<file path="src/rtl/sadd_pkg.sv">
// Package: shared types for the serial adder.
// Assumes: nothing beyond IEEE 1800-2017.
package sadd_pkg;
    typedef enum logic {
        CTL_IDLE = 1'b0,
        CTL_RUN  = 1'b1
    } ctl_state_t;
endpackage

</file>
<file path="src/rtl/sadd_shift_regs.sv">
// Module: operand shift registers.
// Loads both operands in parallel. While shifting, each register moves right
// by one bit. The first register takes the new sum bit at its top and the
// second register fills with zeros.
// Assumes: load_en and shift_en are never high together (the control ensures this).
module sadd_shift_regs #(
    parameter int W = 8
) (
    input  logic         clk,
    input  logic         rst_n,
    input  logic         load_en,
    input  logic         shift_en,
    input  logic [W-1:0] op_a,
    input  logic [W-1:0] op_b,
    input  logic         sum_bit,
    output logic         a_lsb,
    output logic         b_lsb,
    output logic [W-1:0] a_q
);
    logic [W-1:0] b_q;

    // Purpose: parallel load or one-place right shift of both operand registers.
    always_ff @(posedge clk) begin
        if (!rst_n) begin
            a_q <= '0;
            b_q <= '0;
        end else if (load_en) begin
            a_q <= op_a;
            b_q <= op_b;
        end else if (shift_en) begin
            a_q <= {sum_bit, a_q[W-1:1]};
            b_q <= {1'b0, b_q[W-1:1]};
        end
    end

    assign a_lsb = a_q[0];
    assign b_lsb = b_q[0];

    // a load captures the operand presented at that edge
    assert_load_capture_R2: assert property (@(posedge clk) disable iff (!rst_n)
        load_en |=> (a_q == $past(op_a)) && (b_q == $past(op_b)));

    // a shift step puts the sum bit at the top of the first register
    assert_sum_enters_top_R4: assert property (@(posedge clk) disable iff (!rst_n)
        (shift_en && !load_en) |=> a_q[W-1] == $past(sum_bit));
endmodule

</file>
<file path="src/rtl/sadd_carry_fsm.sv">
// Module: two-state carry machine.
// One flip-flop holds the carry, either clear or set. The sum bit is a Mealy
// output built from the carry state and the two current operand bits.
// Assumes: clr has priority over en.
module sadd_carry_fsm (
    input  logic clk,
    input  logic rst_n,
    input  logic clr,
    input  logic en,
    input  logic a,
    input  logic b,
    output logic sum_bit,
    output logic carry_q,
    output logic carry_next
);
    // Purpose: Mealy sum output and majority next-state.
    always_comb begin
        sum_bit    = a ^ b ^ carry_q;
        carry_next = (a & b) | (a & carry_q) | (b & carry_q);
    end

    // Purpose: carry state register with clear at run start.
    always_ff @(posedge clk) begin
        if (!rst_n)      carry_q <= 1'b0;
        else if (clr)    carry_q <= 1'b0;
        else if (en)     carry_q <= carry_next;
    end

    // from clear, only a 1/1 pair sets the carry
    assert_set_on_both_R11: assert property (@(posedge clk) disable iff (!rst_n)
        (en && !clr && !carry_q) |=> carry_q == $past(a & b));
    // from set, only a 0/0 pair clears the carry
    assert_clear_on_none_R11: assert property (@(posedge clk) disable iff (!rst_n)
        (en && !clr && carry_q) |=> carry_q == $past(a | b));
    // a run start leaves the carry clear
    assert_clear_at_start_R7: assert property (@(posedge clk) disable iff (!rst_n)
        clr |=> !carry_q);
endmodule

</file>
<file path="src/rtl/sadd_ctrl.sv">
// Module: run control.
// Idle or running. In idle, load wins over start. A run lasts W cycles,
// counted by a bit counter, and ends with a one-cycle done pulse.
// Assumes: W >= 2.
module sadd_ctrl
    import sadd_pkg::*;
#(
    parameter int W = 8
) (
    input  logic clk,
    input  logic rst_n,
    input  logic load,
    input  logic start,
    output logic load_en,
    output logic run_begin,
    output logic shift_en,
    output logic last,
    output logic busy,
    output logic done
);
    localparam int CW = (W > 1) ? $clog2(W) : 1;
    localparam logic [CW-1:0] LAST_CNT = CW'(W - 1);

    ctl_state_t    state_q;
    logic [CW-1:0] cnt_q;

    // Purpose: decode the request strobes and the step enables from the state.
    always_comb begin
        load_en   = (state_q == CTL_IDLE) && load;
        run_begin = (state_q == CTL_IDLE) && !load && start;
        shift_en  = (state_q == CTL_RUN);
        last      = shift_en && (cnt_q == LAST_CNT);
        busy      = shift_en;
    end

    // Purpose: state, bit counter and done pulse.
    always_ff @(posedge clk) begin
        if (!rst_n) begin
            state_q <= CTL_IDLE;
            cnt_q   <= '0;
            done    <= 1'b0;
        end else begin
            done <= last;
            if (run_begin) begin
                state_q <= CTL_RUN;
                cnt_q   <= '0;
            end else if (shift_en) begin
                cnt_q <= cnt_q + 1'b1;
                if (last) state_q <= CTL_IDLE;
            end
        end
    end

    // done lasts one cycle and never overlaps busy
    assert_done_pulse_R6: assert property (@(posedge clk) disable iff (!rst_n)
        done |-> (!busy && $past(busy)) ##1 !done);
    // start during a run does not restart the count
    assert_start_ignored_R8: assert property (@(posedge clk) disable iff (!rst_n)
        (busy && !last && start) |=> busy && (cnt_q == $past(cnt_q) + 1'b1));
    // load together with start in idle does not begin a run
    assert_load_wins_R10: assert property (@(posedge clk) disable iff (!rst_n)
        (!busy && load && start) |=> !busy);
    // a run begins with the counter at zero
    assert_run_entry_R3: assert property (@(posedge clk) disable iff (!rst_n)
        $rose(busy) |-> cnt_q == '0);
endmodule

</file>
<file path="src/rtl/serial_adder_unit.sv">
// Module: top of the serial adder.
// Connects the control, the carry machine and the operand shift registers.
// Keeps the final carry as the top result bit.
// Assumes: operands are unsigned; inputs are stable around the rising edge.
module serial_adder_unit #(
    parameter int W = 8
) (
    input  logic         clk,
    input  logic         rst_n,
    input  logic         load,
    input  logic         start,
    input  logic [W-1:0] op_a,
    input  logic [W-1:0] op_b,
    output logic         busy,
    output logic         done,
    output logic [W:0]   result
);
    logic         load_en, run_begin, shift_en, last;
    logic         a_lsb, b_lsb, sum_bit, carry_q, carry_next;
    logic [W-1:0] a_q;
    logic         hi_q;

    sadd_ctrl #(.W(W)) u_ctrl (
        .clk(clk), .rst_n(rst_n), .load(load), .start(start),
        .load_en(load_en), .run_begin(run_begin), .shift_en(shift_en),
        .last(last), .busy(busy), .done(done)
    );

    sadd_carry_fsm u_carry (
        .clk(clk), .rst_n(rst_n), .clr(run_begin), .en(shift_en),
        .a(a_lsb), .b(b_lsb), .sum_bit(sum_bit),
        .carry_q(carry_q), .carry_next(carry_next)
    );

    sadd_shift_regs #(.W(W)) u_regs (
        .clk(clk), .rst_n(rst_n), .load_en(load_en), .shift_en(shift_en),
        .op_a(op_a), .op_b(op_b), .sum_bit(sum_bit),
        .a_lsb(a_lsb), .b_lsb(b_lsb), .a_q(a_q)
    );

    // Purpose: top result bit, cleared on load or run start, set from the final carry.
    always_ff @(posedge clk) begin
        if (!rst_n)                   hi_q <= 1'b0;
        else if (load_en || run_begin) hi_q <= 1'b0;
        else if (last)                hi_q <= carry_next;
    end

    assign result = {hi_q, a_q};

    // a load during a run leaves the operand register to the shift
    assert_load_ignored_R9: assert property (@(posedge clk) disable iff (!rst_n)
        (busy && load) |=> result[W-2:0] == $past(result[W-1:1]));
    // the top bit only changes at load, start or the last step
    assert_hi_stable_R5: assert property (@(posedge clk) disable iff (!rst_n)
        (!load_en && !run_begin && !last) |=> $stable(result[W]));
    // after reset the block is idle with a zero result
    assert_reset_state_R1: assert property (@(posedge clk)
        !rst_n |=> (result == '0) && !busy && !done);
endmodule

</file>
<file path="config.mk">
export PLATFORM = sky130hd
export DESIGN_NAME = serial_adder_unit
export DESIGN_NICKNAME = d
export VERILOG_FILES = /design/src/rtl/sadd_pkg.sv /design/src/rtl/sadd_shift_regs.sv /design/src/rtl/sadd_carry_fsm.sv /design/src/rtl/sadd_ctrl.sv /design/src/rtl/serial_adder_unit.sv
export SDC_FILE = /design/constraint.sdc
export NUM_CORES = 1
export LEC_CHECK = 0
export ABC_AREA = 1
export BUFFER_PORTS_ARGS = -buffer_cell sky130_fd_sc_hd__buf_4
export CORE_MARGIN = 3
export CORE_UTILIZATION = 50
export CTS_CLUSTER_SIZE = 25
export DETAILED_ROUTE_END_ITERATION = 10
export GPL_TIMING_DRIVEN = 0
export PLACE_DENSITY = 0.77
export SYNTH_ARGS = -nofsm -noshare
export SYNTH_HDL_FRONTEND = slang
export SYNTH_SLANG_ARGS = --single-unit
export TNS_END_PERCENT = 20
</file>
<file path="constraint.sdc">
create_clock -name clk -period 1.4 [get_ports clk]
set_input_delay 0 -clock clk [delete_from_list [all_inputs] [get_ports clk]]
set_output_delay 0 -clock clk [all_outputs]
set_load 0.03 [all_outputs]
</file>
==> results by group <==
Outcome
  • Outcome: finished, final reports clean

Yosys
  • Area share of the largest cell type after synthesis: 41.39%
  • EDFF count, synth: 0
  • Post-Syn Area: 1112 um2
  • Mapped Nets: 178
  • Main combinational cell family by area after synthesis: simple AND/OR/NAND/NOR gates
  • Most frequent cell after synthesis: nand2_1
  • Adder-cell share of the synthesized area: 4.049%
  • Async S/R FF share, synth: 0%
  • Most used DFF post-synth: dfxtp_1
  • Mux cell area share after synthesis: 0%
  • Synth top cells by count: nand2_1, nand3_1, dfxtp_1, inv_1
  • Cell taking the most area after synthesis: dfxtp_1
  • Compound-gate portion of the synthesized area: 3.825%
  • Mean Syn Cell Area: 7.176 um2
  • Post-synthesis simple-gate area fraction: 35.88%
  • Synth Instances: 155
  • Post-synthesis xor/xnor area fraction: 0.7874%
  • Largest cells by area after synthesis: dfxtp_1, nand2_1, nand3_1
  • Ys Warns: 0
  • #FFs+latches synth: 23
  • Sequential area share after synthesis: 41.39%
  • Netlist cell types: 18

Power and ir drop
  • Worst VDD drop: 0.6926 mV
  • Tot Pwr: 1.305 mW
  • Pleak: 0.7529 nW
  • Pwr Density: 929.3 nW/um2

Setup path
  • Crit Path Class: flip-flop to flip-flop
  • Delay-heaviest family, CP: adder cells
  • Crit. End Element: flip-flop
  • CP max FO: 3
  • Startpoint Class: flip-flop
  • Worst Path Buf+Inv: 1
  • CP required: 1660 ps
  • Critical Path AT: 1440 ps
  • Crit-path most repeated cell: nand2_1
  • Slowest stage delay, CP: 530 ps
  • Worst reg2reg path startpoint: u_regs.a_q[0]
  • Critical path cell sequence: fa_1, nand2_1, nand3_1, nand2_1, inv_1
  • Slowest-stage cell, CP: fa_1
  • Critical Path Source: u_regs.a_q[0]

Clock network
  • Clock Root Buffer: clkbuf_4
  • CTS tree: done
  • Num Clock Sinks: 23
  • Max clock buf depth: 2
  • Worst-path clk slew: 130 ps
  • Hold buffers post-CTS: 2
  • Skew-Pair Late Insertion Delay: 300 ps
  • H-tree levels: 1
  • Clock buffer count from CTS: 3
  • Post-CTS sizing: 0
  • Total setup buffers inserted after CTS: 0

Detailed routing
  • DRT iter0 DRCs: 21
  • Drt pass-1 iters: 4
  • DRC violation count after routing: 0
  • Final Routed Wirelength: 2456 um
  • Vias/cell: 4.884
  • Post-DR wirelength/cell: 11.37 um
  • Detailed-route via count: 1055
  • DRT antenna net count: 0

STA
  • Worst Skew: 2.429 ps
  • RSZ-0062 raised after global routing: no
  • Setup_tns: 0 ps
  • Final min period: 1176 ps
  • Fmax: 0.8505 GHz
  • Final Setup Violations: 0
  • WHS: 8.695 ps
  • Actual slew at the worst max-slew pin: 356.6 ps
  • Fin. Hold Viols: 0
  • Max Slew Vio Count: 0
  • Tcrit/Tclk final: 83.98%
  • Max-slew headroom: 76.23%
  • Worst setup margin: 224.3 ps

Final layout
  • Antenna cell count: 0
  • Final Non-Filler Cells: 216
  • Final Core Density: 68.75%
  • Layout area overhead: 26.21%
  • Final net count: 213
  • Post-route cell area: 1404 um2
  • Share of cells above drive strength 1: 24.34%

Placement
  • Post-DP HPWL: 1730 um
  • Post-DP Area: 1356 um2
  • Inst Count DP: 210
  • Setup WS pre-CTS: 255.3 ps
  • GP Congestion: 0.7546
  • Buffers on Ports: 28

Min path
  • Worst hold start: op_a[2]
  • Hold Path Class: input port to flip-flop

Global routing
  • Initial antenna violation count: 0
  • Pin count of the biggest net entering global routing: 14
  • Total GRT Usage: 20.11%
  • Gr ovfl total: 0
  • First-pass GRT wire length: 4209 um
  • Vias in the first global route: 1010

Die
  • Row count: 16
  • Starting Density: 54.47%
  • # IOs: 31
  • Core Box Area: 2042 um2
  • Die area: 2827 um2
  • Chip Height: 53.17 um
  • Die width: 53.17 um

Flow run
  • Maxcap violations: 0
-- report_power, final --
group	switching (mW)	leakage, nW	internal [mW]	total (mW)
clock network	0.200	0.0177	0.107	0.306
registers	0.0286	0.188	0.690	0.719
logic	0.152	0.547	0.127	0.280
-- per-layer routing --
metal | GRT usage [%] | wire, um | part of all wire, %
met3 | 3.380 | 100 | 4.1
met5 | 0 | 0 | 0
met1 | 23.45 | 1120 | 46
met2 | 36.98 | 1226 | 50
met4 | 5.957 | 10 | 0.41
-- worst paths after layout --
path,slack [ps],cells after the start,end
worst min-delay path,9,5,u_regs.a_q[2]
worst min register to register,480,2,u_regs.b_q[7]
worst max register to register,220,5,u_regs.a_q[7]
worst max-delay path,220,5,u_regs.a_q[7]
-- final cells by class --
| class | instances | area, um2 |
|---|---|---|
| Fill cell | 182 | 638.1 |
| Buffer | 11 | 92.59 |
| Clock inverter | 1 | 5.005 |
| Multi-Input combinational cell | 104 | 495.5 |
| Inverter | 17 | 63.81 |
| Sequential cell | 23 | 460.4 |
| Timing Repair Buffer | 30 | 230.2 |
| Clock buffer | 3 | 22.52 |
| Tap cell | 27 | 33.78 |
-- cell families after synthesis --
family / Yosys count
AND/OR/NAND/NOR: 93
buffers and inverters: 28
XOR/XNOR: 1
flip-flops: 23
adder cells (fa/ha/maj): 3
AO/OA/AOI/OAI: 7
-- worst min-delay path, stage by stage --
cell and delay [ps]:
buf_4 80, nand3_1 60, nand3_1 80, nand2_1 40, inv_1 40
-- layout by cell type (no fill, tap or decap), drive strengths merged --
cell type,instances
nand2,57
nor2,3
clkbuf,4
xnor2,1
ha,2
inv,17
buf,38
nand3,32
dfxtp,23
or2,1
a21oi,6
dlygate4sd3,2
clkinv,1
fa,1
o21ai,1
-- sequential cells by signal, summed over array words and instances (netlist names) --
register and count:
u_regs.b_q 8, u_ctrl.cnt_q 3, u_ctrl.busy 1, u_regs.a_q 8
hi_q 1, u_carry.carry_q 1, u_ctrl.done 1
Power figures use the tool's default switching activity.
